===== src/rtl/cwf_pkg.sv =====
package cwf_pkg;
    typedef enum logic [1:0] {
        FS_IDLE = 2'd0,
        FS_CMD  = 2'd1,
        FS_BEAT = 2'd2,
        FS_DONE = 2'd3
    } fill_state_e;
endpackage


===== src/rtl/cwf_wrap_ctr.sv =====
module cwf_wrap_ctr #(
    parameter int BEATS = 8,
    localparam int IDX_W = $clog2(BEATS)
) (
    input  logic             clk,
    input  logic             rst_n,
    input  logic             load,
    input  logic             step,
    input  logic [IDX_W-1:0] start_idx,
    output logic [IDX_W-1:0] word_idx,
    output logic             first,
    output logic             last
);
    logic [IDX_W-1:0] cnt_d, cnt_q;

    always_comb begin
        cnt_d = cnt_q;
        if (load)
            cnt_d = '0;
        else if (step)
            cnt_d = cnt_q + IDX_W'(1);
    end

    always_ff @(posedge clk) begin
        if (!rst_n)
            cnt_q <= '0;
        else
            cnt_q <= cnt_d;
    end

    assign word_idx = start_idx + cnt_q;
    assign first    = (cnt_q == '0);
    assign last     = (cnt_q == IDX_W'(BEATS - 1));
endmodule


===== src/rtl/cwf_line_buf.sv =====
module cwf_line_buf #(
    parameter int BEATS     = 8,
    parameter int BEAT_BITS = 64,
    localparam int IDX_W    = $clog2(BEATS)
) (
    input  logic                       clk,
    input  logic                       rst_n,
    input  logic                       wr_en,
    input  logic [IDX_W-1:0]           wr_idx,
    input  logic [BEAT_BITS-1:0]       wr_data,
    output logic [BEATS*BEAT_BITS-1:0] line
);
    logic [BEAT_BITS-1:0] words_d [BEATS];
    logic [BEAT_BITS-1:0] words_q [BEATS];

    always_comb begin
        for (int w = 0; w < BEATS; w++)
            words_d[w] = words_q[w];
        if (wr_en)
            words_d[wr_idx] = wr_data;
    end

    always_ff @(posedge clk) begin
        if (!rst_n) begin
            for (int w = 0; w < BEATS; w++)
                words_q[w] <= '0;
        end else begin
            for (int w = 0; w < BEATS; w++)
                words_q[w] <= words_d[w];
        end
    end

    for (genvar g = 0; g < BEATS; g++) begin : g_flat
        assign line[g*BEAT_BITS +: BEAT_BITS] = words_q[g];
    end
endmodule


===== src/rtl/cwf_line_fill.sv =====
module cwf_line_fill
    import cwf_pkg::*;
#(
    parameter int ADDR_W     = 32,
    parameter int TAG_W      = 8,
    parameter int LINE_BYTES = 64,
    parameter int BEAT_BITS  = 64,
    localparam int BEATS     = LINE_BYTES * 8 / BEAT_BITS,
    localparam int IDX_W     = $clog2(BEATS),
    localparam int WORD_LO   = $clog2(BEAT_BITS / 8),
    localparam int LINE_LO   = $clog2(LINE_BYTES),
    localparam int LINE_BITS = LINE_BYTES * 8
) (
    input  logic                 clk,
    input  logic                 rst_n,
    input  logic                 req_valid,
    output logic                 req_ready,
    input  logic [ADDR_W-1:0]    req_addr,
    input  logic [TAG_W-1:0]     req_tag,
    output logic                 mem_cmd_valid,
    input  logic                 mem_cmd_ready,
    output logic [ADDR_W-1:0]    mem_cmd_addr,
    input  logic                 beat_valid,
    output logic                 beat_ready,
    input  logic [BEAT_BITS-1:0] beat_data,
    output logic                 fwd_valid,
    output logic [BEAT_BITS-1:0] fwd_data,
    output logic [TAG_W-1:0]     fwd_tag,
    output logic                 line_done,
    output logic [ADDR_W-1:0]    line_addr,
    output logic [LINE_BITS-1:0] line_data
);
    typedef struct packed {
        fill_state_e       st;
        logic [ADDR_W-1:0] addr;
        logic [TAG_W-1:0]  tag;
    } ctl_t;

    ctl_t ctl_d, ctl_q;

    logic             xfer;
    logic             cnt_load;
    logic [IDX_W-1:0] start_idx;
    logic [IDX_W-1:0] word_idx;
    logic             beat_first;
    logic             beat_last;

    assign start_idx = ctl_q.addr[WORD_LO +: IDX_W];
    assign xfer      = beat_valid && beat_ready;
    assign cnt_load  = (ctl_q.st == FS_CMD) && mem_cmd_ready;

    always_comb begin
        ctl_d = ctl_q;
        unique case (ctl_q.st)
            FS_IDLE: begin
                if (req_valid) begin
                    ctl_d.st   = FS_CMD;
                    ctl_d.addr = req_addr;
                    ctl_d.tag  = req_tag;
                end
            end
            FS_CMD: begin
                if (mem_cmd_ready)
                    ctl_d.st = FS_BEAT;
            end
            FS_BEAT: begin
                if (xfer && beat_last)
                    ctl_d.st = FS_DONE;
            end
            FS_DONE: ctl_d.st = FS_IDLE;
            default: ctl_d.st = FS_IDLE;
        endcase
    end

    always_ff @(posedge clk) begin
        if (!rst_n) begin
            ctl_q.st   <= FS_IDLE;
            ctl_q.addr <= '0;
            ctl_q.tag  <= '0;
        end else begin
            ctl_q <= ctl_d;
        end
    end

    cwf_wrap_ctr #(.BEATS(BEATS)) i_ctr (
        .clk       (clk),
        .rst_n     (rst_n),
        .load      (cnt_load),
        .step      (xfer),
        .start_idx (start_idx),
        .word_idx  (word_idx),
        .first     (beat_first),
        .last      (beat_last)
    );

    cwf_line_buf #(.BEATS(BEATS), .BEAT_BITS(BEAT_BITS)) i_buf (
        .clk     (clk),
        .rst_n   (rst_n),
        .wr_en   (xfer),
        .wr_idx  (word_idx),
        .wr_data (beat_data),
        .line    (line_data)
    );

    assign req_ready     = (ctl_q.st == FS_IDLE);
    assign mem_cmd_valid = (ctl_q.st == FS_CMD);
    assign mem_cmd_addr  = {ctl_q.addr[ADDR_W-1:WORD_LO], {WORD_LO{1'b0}}};
    assign beat_ready    = (ctl_q.st == FS_BEAT);
    assign fwd_valid     = xfer && beat_first;
    assign fwd_data      = beat_data;
    assign fwd_tag       = ctl_q.tag;
    assign line_done     = (ctl_q.st == FS_DONE);
    assign line_addr     = {ctl_q.addr[ADDR_W-1:LINE_LO], {LINE_LO{1'b0}}};

    AST_CMD_HOLD: assert property (@(posedge clk) disable iff (!rst_n)
        (mem_cmd_valid && !mem_cmd_ready) |=> (mem_cmd_valid && $stable(mem_cmd_addr)));
    AST_FWD_ON_BEAT: assert property (@(posedge clk) disable iff (!rst_n)
        fwd_valid |-> (beat_valid && beat_ready));
    AST_FWD_SINGLE: assert property (@(posedge clk) disable iff (!rst_n)
        fwd_valid |=> !fwd_valid);
    AST_DONE_PULSE: assert property (@(posedge clk) disable iff (!rst_n)
        line_done |=> (!line_done && req_ready));
    AST_BUSY_BLOCKS: assert property (@(posedge clk) disable iff (!rst_n)
        (mem_cmd_valid || beat_ready || line_done) |-> !req_ready);
    AST_STALL_HOLD: assert property (@(posedge clk) disable iff (!rst_n)
        (beat_ready && !beat_valid) |=> beat_ready);
endmodule


===== config.mk =====
export PLATFORM = sky130hd
export DESIGN_NAME = cwf_line_fill
export DESIGN_NICKNAME = d
export VERILOG_FILES = /design/src/rtl/cwf_pkg.sv /design/src/rtl/cwf_wrap_ctr.sv /design/src/rtl/cwf_line_buf.sv /design/src/rtl/cwf_line_fill.sv
export SDC_FILE = /design/constraint.sdc
export NUM_CORES = 1
export LEC_CHECK = 0
export BUFFER_PORTS_ARGS = -buffer_cell sky130_fd_sc_hd__buf_2
export CAP_MARGIN = 20
export CORE_AREA = 2 2 297 299
export CTS_CLUSTER_SIZE = 10
export DETAILED_ROUTE_END_ITERATION = 6
export DIE_AREA = 0 0 299 301
export PLACE_DENSITY = 0.48
export REMOVE_ABC_BUFFERS = 1
export SLEW_MARGIN = 25
export SYNTH_ARGS = -nofsm -noshare
export SYNTH_HDL_FRONTEND = slang
export SYNTH_HIERARCHICAL = 1
export SYNTH_SLANG_ARGS = --single-unit
export TNS_END_PERCENT = 50

===== constraint.sdc =====
create_clock -name clk -period 2.9 [get_ports clk]
set_input_delay 0.29 -clock clk [delete_from_list [all_inputs] [get_ports clk]]
set_output_delay 0.29 -clock clk [all_outputs]
set_load 0.02 [all_outputs]

-- Word-level counts from Yosys, hierarchy flattened
Memories as Yosys holds them, arrays and structs flattened.
Cells that the tools add are included.
- register bits: 45
- bits in writable memories: 512
- input port bits: 109
- output and inout port bits: 653
- word-level logic and storage cells: 54
- memories: 1
- memory list (name ; words ; bits a word ; rd ports ; clocked after memory_dff ; write ports ; RTL line ; RTL):
    i_buf.words_q ; 8 ; 64 ; 8 ; 0 ; 8 ; cwf_line_buf.sv:14 ; logic [BEAT_BITS-1:0] words_q [BEATS];
- $add $sub $neg: 2
- magnitude comparators: 2
- equal/unequal tests: 7
- multiplexer cells: 18
- bitwise operators: 10
- reduce and logical (&&, ||, !) cells: 10
- operators by type and width (operator ; count):
    64-bit two-way mux ; 9
    512-bit bitwise mux ; 1
    512-bit two-way mux ; 1
    64-bit demux with 3-bit select ; 1
    42-bit two-way mux ; 1
    1-bit OR ; 8
    2-bit case mux with 4 select lines ; 1
    1-bit logical AND ; 5
    2-bit equality test (second input constant) ; 2
    4-bit >= comparator (second input constant) ; 1
    4-bit by 1-bit less-than comparator with 1-bit output (second input constant) ; 1
    2-bit two-way mux ; 2
    2-bit by 1-bit != test with 1-bit output (second input constant) ; 2
    3-bit inverter with 4-bit output ; 1
    3-bit by 1-bit adder with 3-bit output (second input constant) ; 1
    3-bit adder ; 1
    3-bit equality test (second input constant) ; 1
    3-bit logical NOT ; 1
    3-bit AND reduction ; 1
    2-bit by 1-bit equality test with 1-bit output (second input constant) ; 1
    2-bit logical NOT ; 1
    1-bit two-way mux ; 2
    2-bit != test (second input constant) ; 1
    2-bit AND reduction ; 1
    2 further kinds ; 2

-- Logic depth before layout (Yosys ltp)
Gate-level depths: netlist of the first run.
- depth in word-level cells: 9
- mapped depth: 8
- gate-level depth less buffers: 6

-- Modules after synthesis
Netlist of the first run, hierarchy kept.
- modules (own cells, without submodules) (module ; times used ; cells each ; area each (sq um) ; seq. area each (sq um)):
    cwf_line_buf ; 1 ; 1728 ; 18247.5 ; 10249.8
    cwf_line_fill ; 1 ; 321 ; 2580.0 ; 780.7
    cwf_wrap_ctr ; 1 ; 20 ; 207.7 ; 60.1

-- Worst setup path after synthesis of the first run
No wires, ideal clock.
- path kind: register -> register
- start: register i_ctr.cnt_q[0]
- end: memory i_buf.words_q[0][10]
- setup time: 126 ps
- data arrival time: 2157 ps
- required time: 2774 ps
- setup slack: 617 ps
- cell stages (with the launch flop): 9
- buffers on the path: 2
- period minus slack after synthesis: 2283 ps
- cells stage by stage: dfxtp_1 -> ha_1 -> fa_1 -> xnor2_1 -> xnor2_1 -> or4b_4 -> buf_12 -> buf_12 -> mux2i_1
- RTL lines (item ; RTL line ; RTL):
    from (decl) ; cwf_wrap_ctr.sv:14 ; logic [IDX_W-1:0] cnt_d, cnt_q;
    from (signal assigned) ; cwf_wrap_ctr.sv:28 ; cnt_q <= cnt_d;
    to (decl) ; cwf_line_buf.sv:14 ;

==> results_dict.tcl, run 1 <==
set metrics [dict create \
    grt_overflow 0 \
    period_share_pct 92.8 \
    crit_type "reg -> reg" \
    hp-class "in -> reg" \
    rsz0062_at_grt "false" \
    core.rowCount 108 \
    synthFlopType "dfxtp_1" \
    pin_count 762 \
    cp-end-kind "flip-flop" \
    fin_util_pct 31.8 \
    grt_max_degree 65 \
    antenna_found_initial 0 \
    power_density_nw_per_um2 635 \
    max_freq_ghz 0.372 \
    final_common_cell "buf_2" \
    crit_slowest_cell "xnor2_1" \
    mostFrequentLayoutCells "buf_2, nand2_1, dfxtp_1" \
    syn-cell-area_um2 21000 \
    fin_area_um2 27500 \
    die_h_um 301 \
    final.fill_count 9110 \
    cts_setup_buffers 0 \
    ys_seq_elements 554 \
    path_common_cell "xnor2_1" \
    drv_slew 0 \
    ys_types 26 \
    wl_met3_um 4240 \
    wirelength_um 71400 \
    hold_viol 0 \
    postPlaceCellArea_um2 25200 \
    yosys_warnings 6 \
    cts_root_buf "clkbuf_16" \
    drt_iter0_markers 623 \
    critPathRequiredTime_ns 3.34 \
    outcome "complete, no violations" \
    dr_wl_met2_um 35000 \
    postCtsHoldBufs 37 \
    start_kind "flip-flop" \
    reg2reg_slack_ns 0.21 \
    synthToLayoutAreaGrowth_pct 30.9 \
    period_needed_ns 2.69 \
    initial_core_util_pct 24.3 \
    setup_viol 0 \
    cp_top_family "XOR/XNOR gates" \
    crit_buf_inv 2 \
    cts.clk_slew.worst_paths_ns 0.05 \
    clkLatencyLatePin_ns 0.59 \
    seq_area_frac_synth_pct 52.7 \
    crit_chain "ha_1, fa_1, xnor2_1, xnor2_1, buf_4, nand4_1, buf_12, mux2i_1" \
    fp.dieArea_um2 90000 \
    route.detailed.drc 0 \
    gp_congestion 0.786 \
    dr.pass1.iters 4 \
    multi_input_area_um2 8300 \
    seqCellArea_um2 11100 \
    cts_num_sinks 554 \
    p_leak_nw 15.2 \
    cts_resized 0 \
    cts_tree "built" \
    core_um2 86500 \
    cts_made_buffers 67 \
    synth_edf_count 0 \
    grt_pass1_vias 15863 \
    syn_inst 2069 \
    grt_pass1_wl_um 104000 \
    htreeDepth 3 \
    avgSynthCellArea_um2 10.2 \
    async_flop_share_pct 0 \
    path_max_fanout 37 \
    final_nets 2833 \
    vias 16153 \
    dpl.hpwl_um 48900 \
    port_buffers 749 \
    cpPeakStageDelay_ns 0.44 \
    drt-wirelength-per-cell_um 18.4 \
    die_w_um 299 \
    skew_ns 0.0177 \
    vdd_drop_max_uv 524 \
    arrival_ns 3.13 \
    maxUsedRoutingLayer "met4" \
    slew_headroom_pct 55.0 \
    drive_above_1_share_pct 32.3 \
    worst_pin_slew_ns 0.675 \
    ant_nets 0 \
    maxCapViolations 0 \
    clockBufferDepth 3 \
    track_usage_pct 15.1 \
    viasPerCell 4.15 \
    met1Wirelength_um 30100 \
]
power breakdown:
group	switching, mW	internal, mW
Sequential	0.114	7.80
Combinational	1.25	0.617
Clock	3.21	4.50
Total	4.57	12.9
tightest hold or removal path: stages:
cell and delay [ns]:
buf_8 0.21, nand2_1 0.12, mux2i_1 0.05
final timing paths:
check                                                   startpoint                            endpoint  cells past startpoint
worst max-delay path                   i_ctr/cnt_q[0]$_SDFFE_PP0P_  i_buf/words_q[1][236]$_SDFFE_PN0P_                      8
worst min-delay path                                         rst_n  i_buf/words_q[0][120]$_SDFFE_PN0P_                      3
worst max register to register         i_ctr/cnt_q[0]$_SDFFE_PP0P_  i_buf/words_q[1][236]$_SDFFE_PN0P_                      8
worst min register to register  i_buf/words_q[1][139]$_SDFFE_PN0P_  i_buf/words_q[1][139]$_SDFFE_PN0P_                      2
routing by layer:
layer | vias up | track usage, %
li1 | 7911 | -
met1 | 7667 | 18.3
met2 | 455 | 25.9
met3 | 120 | 4.00
met4 | 0 | 5.27
met5 | - | 0
layout make-up:
class                      count  area share, %
clock inverter                 6          0.345
antenna                        1        0.00909
multi-input combinational   1250           30.2
tap                         1155           5.25
inverter                       6         0.0818
clock buffer                  84           6.66
timing repair buffer         835           17.2
sequential                   554           40.3
synthesized netlist by cell type, types with 2 or more instances:
library cell,number,area [um^2]
buf_2,58,290
nand4b_1,2,17.5
dfxtp_1,554,11100
a21boi_0,37,278
and2_1,3,18.8
nand4bb_1,3,33.8
buf_12,7,140
xnor2_1,3,26.3
mux2i_1,516,5160
buf_1,7,26.3
nand2_1,656,2460
inv_1,6,22.5
nor2_1,3,11.3
clkbuf_1,58,218
ha_1,9,113
buf_4,137,1030
per-stage QoR:
| step | setup TNS (ns) | std cells | setup WS (ns) | hold WS (ns) | total power, mW |
|---|---|---|---|---|---|
| 2_1_floorplan | -853.65 | 1810 | -2.08 | 0.432 | 8.96 |
| 3_3_place_gp | 0 | 3763 | 0.289 | 0.440 | 9.93 |
| 3_5_place_dp | 0 | 3763 | 0.240 | 0.444 | 9.93 |
| 4_1_cts | 0 | 3890 | 0.243 | 0.102 | 17.8 |
| 5_1_grt | 0 | 3890 | 0.0961 | 0.131 | 18.2 |
| 6_report | 0 | 3891 | 0.210 | 0.147 | 17.5 |
cell families after synthesis:
| kind of cell | synth area share (%) |
|---|---|
| buf+inv | 8.20 |
| other cells | 0.0178 |
| compound gates | 1.37 |
| fa+ha+maj | 0.631 |
| mux | 24.6 |
| simple gates | 12.3 |
| flops | 52.7 |
| xor+xnor | 0.125 |
flip-flops by register name (all words and copies together), names as in the netlist:
register and cells:
i_buf/words_q 512, line_addr 26, fwd_tag 8, i_ctr/cnt_q 3, mem_cmd_addr 3, ctl_q 2
Power figures use the tool's default switching activity.
==> inputs of run 2 (changes only) <==
Settings changed: CORE_AREA 2 2 297 299 to 2 2 298 300, DIE_AREA 0 0 299 301 to 0 0 300 302, PLACE_DENSITY 0.48 to 0.49, SYNTH_HIERARCHICAL 1 to not set.
==> run 2 against run 1 <==
The flow now finishes with violations (design-rule violations); cell count grew 14%; synthesized cell count is 33% higher; non-clock buffer count increased by 75; total power up 10%; die area is 0.67% higher; worst hold slack got worse by 0.092 ns; critical path type is now reg -> out; critical endpoint is now fwd_valid; largest cell class unchanged.
==> results_dict.tcl, run 2 <==
set metrics [dict create \
    cpPeakStageDelay_ns 0.55 \
    drive_above_1_share_pct 28.2 \
    cts_setup_buffers 0 \
    synth.area.top_cells "dfxtp_1, a21oi_1, nand3_1, o21ai_0, buf_4" \
    dr.pass1.iters 7 \
    synthFlopType "dfxtp_1" \
    power_density_nw_per_um2 670 \
    regMostFlops "i_buf.words_q" \
    met1Wirelength_um 37100 \
    outcome "complete, but fails checks" \
    hold_viol 0 \
    final_common_cell "buf_2" \
    avgSynthCellArea_um2 8.16 \
    clockBufferDepth 3 \
    synth_edf_count 0 \
    max_freq_ghz 0.378 \
    yosys-top-cells-count "dfxtp_1, a21oi_1, nand3_1, o21ai_0, clkbuf_1" \
    clock_power_share_pct 40.6 \
    antenna_found_initial 0 \
    critPathRequiredTime_ns 2.61 \
    gp_congestion 0.769 \
    crit_buf_inv 2 \
    final_nets 3363 \
    grt_max_degree 94 \
    seq_area_frac_synth_pct 49.4 \
    vias 22071 \
    fp.dieArea_um2 90600 \
    cts_tree "built" \
    cp_top_family "adder cells" \
    crit_chain "inv_1, ha_1, nand2_1, nor3b_1, buf_2" \
    cts_root_buf "clkbuf_16" \
    ys_seq_elements 554 \
    die_h_um 302 \
    syn_inst 2750 \
    slew_headroom_pct 50.1 \
    port_buffers 749 \
    drt_iter0_markers 1709 \
    cp-end-kind "output port" \
    drv_slew 0 \
    track_usage_pct 18.1 \
    pin_count 762 \
    cts_made_buffers 68 \
    async_flop_share_pct 0 \
    yosysTopAreaCell "dfxtp_1" \
    initial_core_util_pct 25.6 \
    route.detailed.drc 3 \
    wl_met3_um 6330 \
    yosysMostFrequentCell "dfxtp_1" \
    pwr-share-comb_pct 18.0 \
    wirelength_um 87300 \
    swShare_pct 31.4 \
    period_needed_ns 2.65 \
    crit_slowest_cell "ha_1" \
    postCtsHoldBufs 75 \
    cts_num_sinks 554 \
    grt_pass1_vias 20980 \
    syn-cell-area_um2 22400 \
    dpl.hpwl_um 54300 \
    grt_pass1_wl_um 131000 \
    yosys_warnings 0 \
    skew_ns 0.0312 \
    mostFrequentLayoutCells "buf_2, dfxtp_1, a21oi_1" \
    arrival_ns 2.36 \
    htreeDepth 3 \
    synth_top_area_share_pct 49.4 \
    core.rowCount 109 \
    crit_type "reg -> out" \
    vdd_drop_max_uv 386 \
    timing.setup.tns_ns 0 \
    rsz0062_at_grt "false" \
    clkLatencyLatePin_ns 0.61 \
    start_kind "flip-flop" \
    drt-wirelength-per-cell_um 19.7 \
    violations "design-rule violations" \
    p_switching_mw 6.06 \
    worst_pin_slew_ns 0.748 \
    synthToLayoutAreaGrowth_pct 28.5 \
    viasPerCell 4.97 \
    largest_reg_flops 512 \
    hp-class "in -> reg" \
    p_leak_nw 11.6 \
    die_w_um 300 \
    dr_wl_met2_um 40800 \
    setup_viol 0 \
    grt_overflow 0 \
    power_mw 19.3 \
    period_share_pct 91.2 \
    ys_types 37 \
    cts.clk_slew.worst_paths_ns 0.05 \
    pwr-share-seq_pct 41.4 \
    core_um2 87600 \
    maxUsedRoutingLayer "met4" \
    maxCapViolations 0 \
    ant_nets 0 \
    path_max_fanout 15 \
    cts_resized 0 \
    cellInternalPower_mw 13.3 \
]
==> run 2: kinds of logic (layout without fill, tap and decap cells) <==
| kind of cell | after synthesis | after routing | synth area share [%] |
|---|---|---|---|
| and+or+nand+nor | 612 | 612 | 13.4 |
| adders and majority gates | 10 | 10 | 0.591 |
| DFF | 554 | 554 | 49.4 |
| buffers and inverters | 501 | 1015 | 12.4 |
| xor gates and xnor gates | 3 | 3 | 0.256 |
| muxes | 1 | 1 | 0.0502 |
| other | 1 | 11 | 0.0167 |
| AOI/OAI and AO/OA | 1068 | 1068 | 23.9 |
==> run 2: final timing paths <==
path | startpoint | end | slack [ns] | cells after the start
worst min register to register | fwd_tag[0]$_SDFFE_PN0P_ | fwd_tag[0]$_SDFFE_PN0P_ | 0.46 | 2
worst max-delay path | ctl_q[40]$_SDFFE_PN0P_ | fwd_valid | 0.25 | 5
worst max register to register | mem_cmd_addr[3]$_SDFFE_PN0P_ | i_buf.words_q[1][92]$_SDFFE_PN0P_ | 0.46 | 7
worst min-delay path | mem_cmd_ready | i_ctr.cnt_q[2]$_SDFFE_PP0P_ | 0.05 | 4
==> run 2: metal layers <==
layer / GRT usage, % / vias to the layer above
li1: - / 10463
met5: 0 / -
met1: 23.2 / 10635
met3: 4.52 / 151
met2: 29.2 / 822
met4: 6.80 / 0
==> run 2: power by group through the flow <==
| stage | Combinational (mW) | Clock [mW] | Sequential (mW) |
|---|---|---|---|
| after floorplan | 1.30 | 0 | 8.49 |
| final | 3.48 | 7.84 | 7.99 |
| after CTS | 3.49 | 8.10 | 7.99 |
| after global routing | 3.73 | 8.39 | 8.02 |
| after global placement | 3.42 | 0 | 8.15 |
| after detailed placement | 3.40 | 0 | 8.15 |
==> run 2: cell type report <==
class                           count  area, um^2
Clock buffer                       90        1840
Clock inverter                      8         121
Inverter                            7        33.8
Fill cell                        9394       58700
Timing Repair Buffer              910        5650
Sequential cell                   554       11100
Tap cell                         1165        1460
Multi-Input combinational cell   1703        8640
Antenna cell                        2        5.00
==> run 2: metrics by stage <==
stage | hold WS [ns] | cells | utilization, % | area (um^2) | setup WS (ns)
floorplan | 0.426 | 2264 | - | 19700 | -5.83
global placement | 0.439 | 4264 | 29.8 | 26100 | 0.532
detailed placement | 0.449 | 4264 | 29.8 | 26100 | 0.491
CTS | 0.00467 | 4437 | 32.9 | 28800 | 0.233
global route | 0.0227 | 4437 | 32.9 | 28800 | 0.0932
finish | 0.0549 | 4439 | 32.9 | 28800 | 0.254
==> run 2: worst reg2reg max path, cell delays in order (launching register included) <==
cell     delay (ns)
dfxtp_1        0.36
ha_1           0.16
inv_1          0.05
fa_1           0.63
and4_4         0.44
buf_12         0.31
nand3_1        0.27
a21oi_1        0.14
==> inputs of run 3 (changes only) <==
Settings changed: BUFFER_PORTS_ARGS -buffer_cell sky130_fd_sc_hd__buf_2 to -buffer_cell sky130_fd_sc_hd__clkbuf_2.
Clock period 2.9 ns to 3.42 ns, I/O delays scaled along.
==> run 3 against run 2 <==
Design area is 1.1% lower; via count is 0.53% lower; cell count is 0.65% lower; critical endpoint is now i_buf.words_q[0][119]$_SDFFE_PN0P_; sequential share of layout area is 0.43 points higher; highest routed layer unchanged; largest cell class unchanged; largest power group is now clock; die area stayed put; count of clock-buffer cells in the layout is 8 higher; the run now ends clean.
==> results_dict.tcl, run 3 (synthesized netlist as in run 2, its figures left out) <==
set metrics [dict create \
    hold_viol 0 \
    regMostFlops "i_buf.words_q" \
    vias 21955 \
    port_buffers 749 \
    period_share_pct 75.5 \
    synthToLayoutAreaGrowth_pct 27.0 \
    largest_reg_flops 512 \
    max_freq_ghz 0.387 \
    drive_above_1_share_pct 28.7 \
    htreeDepth 3 \
    clkLatencyLatePin_ns 0.60 \
    timing.rr.start "mem_cmd_addr[3]$_SDFFE_PN0P_" \
    fin_area_um2 28500 \
    critPathRequiredTime_ns 3.93 \
    die_h_um 302 \
    vdd_drop_max_uv 327 \
    maxCapViolations 0 \
    cts_tree "built" \
    rsz0062_at_grt "false" \
    clock_power_share_pct 41.3 \
    antenna_found_initial 0 \
    setup_viol 0 \
    ant_nets 0 \
    outcome "complete, no violations" \
    crit_buf_inv 2 \
    skew_ns 0.0299 \
    pwr-share-comb_pct 17.8 \
    crit_slowest_cell "and4_4" \
    r2r_end "i_buf.words_q[0][119]$_SDFFE_PN0P_" \
    seqCellArea_um2 11100 \
    postCtsHoldBufs 37 \
    cellInternalPower_mw 11.4 \
    fin_ws_ns 0.837 \
    core.rowCount 109 \
    p_leak_nw 11.0 \
    cts_resized 0 \
    grt_pass1_wl_um 130000 \
    startpoint "mem_cmd_addr[3]$_SDFFE_PN0P_" \
    cp-end-kind "flip-flop" \
    initial_core_util_pct 25.6 \
    drt_iter0_markers 1527 \
    cts_made_buffers 69 \
    path_max_fanout 36 \
    drv_slew 0 \
    reg2regPathDepth 7 \
    place_ws_ns 0.864 \
    grt_max_degree 110 \
    layout.cells.non_filler 4410 \
    timing.setup.tns_ns 0 \
    pin_count 762 \
    viasPerCell 4.98 \
    worst_pin_slew_ns 0.826 \
    p_switching_mw 5.19 \
    post-place-cells 4266 \
    period_needed_ns 2.58 \
    grt_pass1_vias 20498 \
    worstHoldPathCells 3 \
    drt-wirelength-per-cell_um 19.8 \
    cts_num_sinks 554 \
    dr.pass1.iters 5 \
    slew_headroom_pct 44.9 \
    dpl.hpwl_um 54600 \
    die_w_um 300 \
    final_nets 3328 \
    hp-class "in -> reg" \
    final.fill_count 9409 \
    cts_root_buf "clkbuf_16" \
    final_common_cell "clkbuf_2" \
    gp_congestion 0.766 \
    arrival_ns 3.09 \
    pwr-share-seq_pct 40.9 \
    grt_overflow 0 \
    endpoint "i_buf.words_q[0][119]$_SDFFE_PN0P_" \
    core_um2 87600 \
    track_usage_pct 18.1 \
    path_depth 7 \
    cts_setup_buffers 0 \
    multi_input_area_um2 8640 \
    mostFrequentLayoutCells "clkbuf_2, dfxtp_1, a21oi_1" \
    fin_util_pct 32.6 \
    start_kind "flip-flop" \
    cpPeakStageDelay_ns 0.67 \
    crit_chain "ha_1, inv_1, fa_1, and4_4, buf_12, nand3_1, a21oi_1" \
    fp.dieArea_um2 90600 \
    crit_type "reg -> reg" \
    wirelength_um 87200 \
    cp_top_family "adder cells" \
    swShare_pct 31.3 \
    power_density_nw_per_um2 581 \
    reg2reg_slack_ns 0.84 \
    cts.clk_slew.worst_paths_ns 0.06 \
    route.detailed.drc 0 \
    postPlaceCellArea_um2 26100 \
    clockBufferDepth 3 \
]
## run 3: cell count changes in the layout (fill, tap and decap cells not counted), sizes merged
cell         previous run  this run
clkbuf                 90       847
dlygate4sd3            75        37
inv                    11        10
clkinvlp                0         1
buf                   835        88
diode                   2         1
## run 3: worst reg2reg max path: stages, from the launching register on
cell,delay (ns)
dfxtp_1,0.37
ha_1,0.16
inv_1,0.05
fa_1,0.63
and4_4,0.67
buf_12,0.33
nand3_1,0.13
a21oi_1,0.16
## run 3: routing by layer
layer  GRT usage [%]  share of wire (%)
met5               0                  0
met4            7.23                3.9
met2            29.2                 47
met1            23.3                 42
met3            4.38                7.3
## run 3: power groups by stage
| stage | registers [mW] | clock network (mW) | logic [mW] |
|---|---|---|---|
| finish | 6.78 | 6.84 | 2.95 |
| global route | 6.80 | 7.29 | 3.18 |
| CTS | 6.78 | 7.06 | 2.96 |
| detailed placement | 6.92 | 0 | 2.92 |
| global placement | 6.92 | 0 | 2.93 |
| floorplan | 7.20 | 0 | 1.10 |
## run 3: worst min-delay path by stage
stage	from	end	slack [ns]
floorplan	i_ctr.cnt_q[1]$_SDFFE_PP0P_	i_ctr.cnt_q[1]$_SDFFE_PP0P_	0.45
detailed placement	fwd_tag[0]$_SDFFE_PN0P_	fwd_tag[0]$_SDFFE_PN0P_	0.45
finish	beat_data[25]	i_buf.words_q[1][89]$_SDFFE_PN0P_	0.09
CTS	beat_data[25]	i_buf.words_q[1][153]$_SDFFE_PN0P_	0.03
global placement	fwd_tag[5]$_SDFFE_PN0P_	fwd_tag[5]$_SDFFE_PN0P_	0.44
global route	beat_data[25]	i_buf.words_q[1][153]$_SDFFE_PN0P_	0.06
## run 3: metrics by stage
| step | hold WS (ns) | power [mW] |
|---|---|---|
| 2_1_floorplan | 0.452 | 8.30 |
| 3_3_place_gp | 0.442 | 9.85 |
| 3_5_place_dp | 0.450 | 9.84 |
| 4_1_cts | 0.0345 | 16.8 |
| 5_1_grt | 0.0649 | 17.3 |
| 6_report | 0.0914 | 16.6 |
## run 3: area by class of cell
type / count / share of cell area, %
inverter: 7 / 0.119
antenna: 1 / 0.00878
clock buffer: 98 / 6.76
tap: 1165 / 5.11
timing repair buffer: 874 / 18.4
sequential: 554 / 38.9
clock inverter: 8 / 0.408
multi-input combinational: 1703 / 30.3
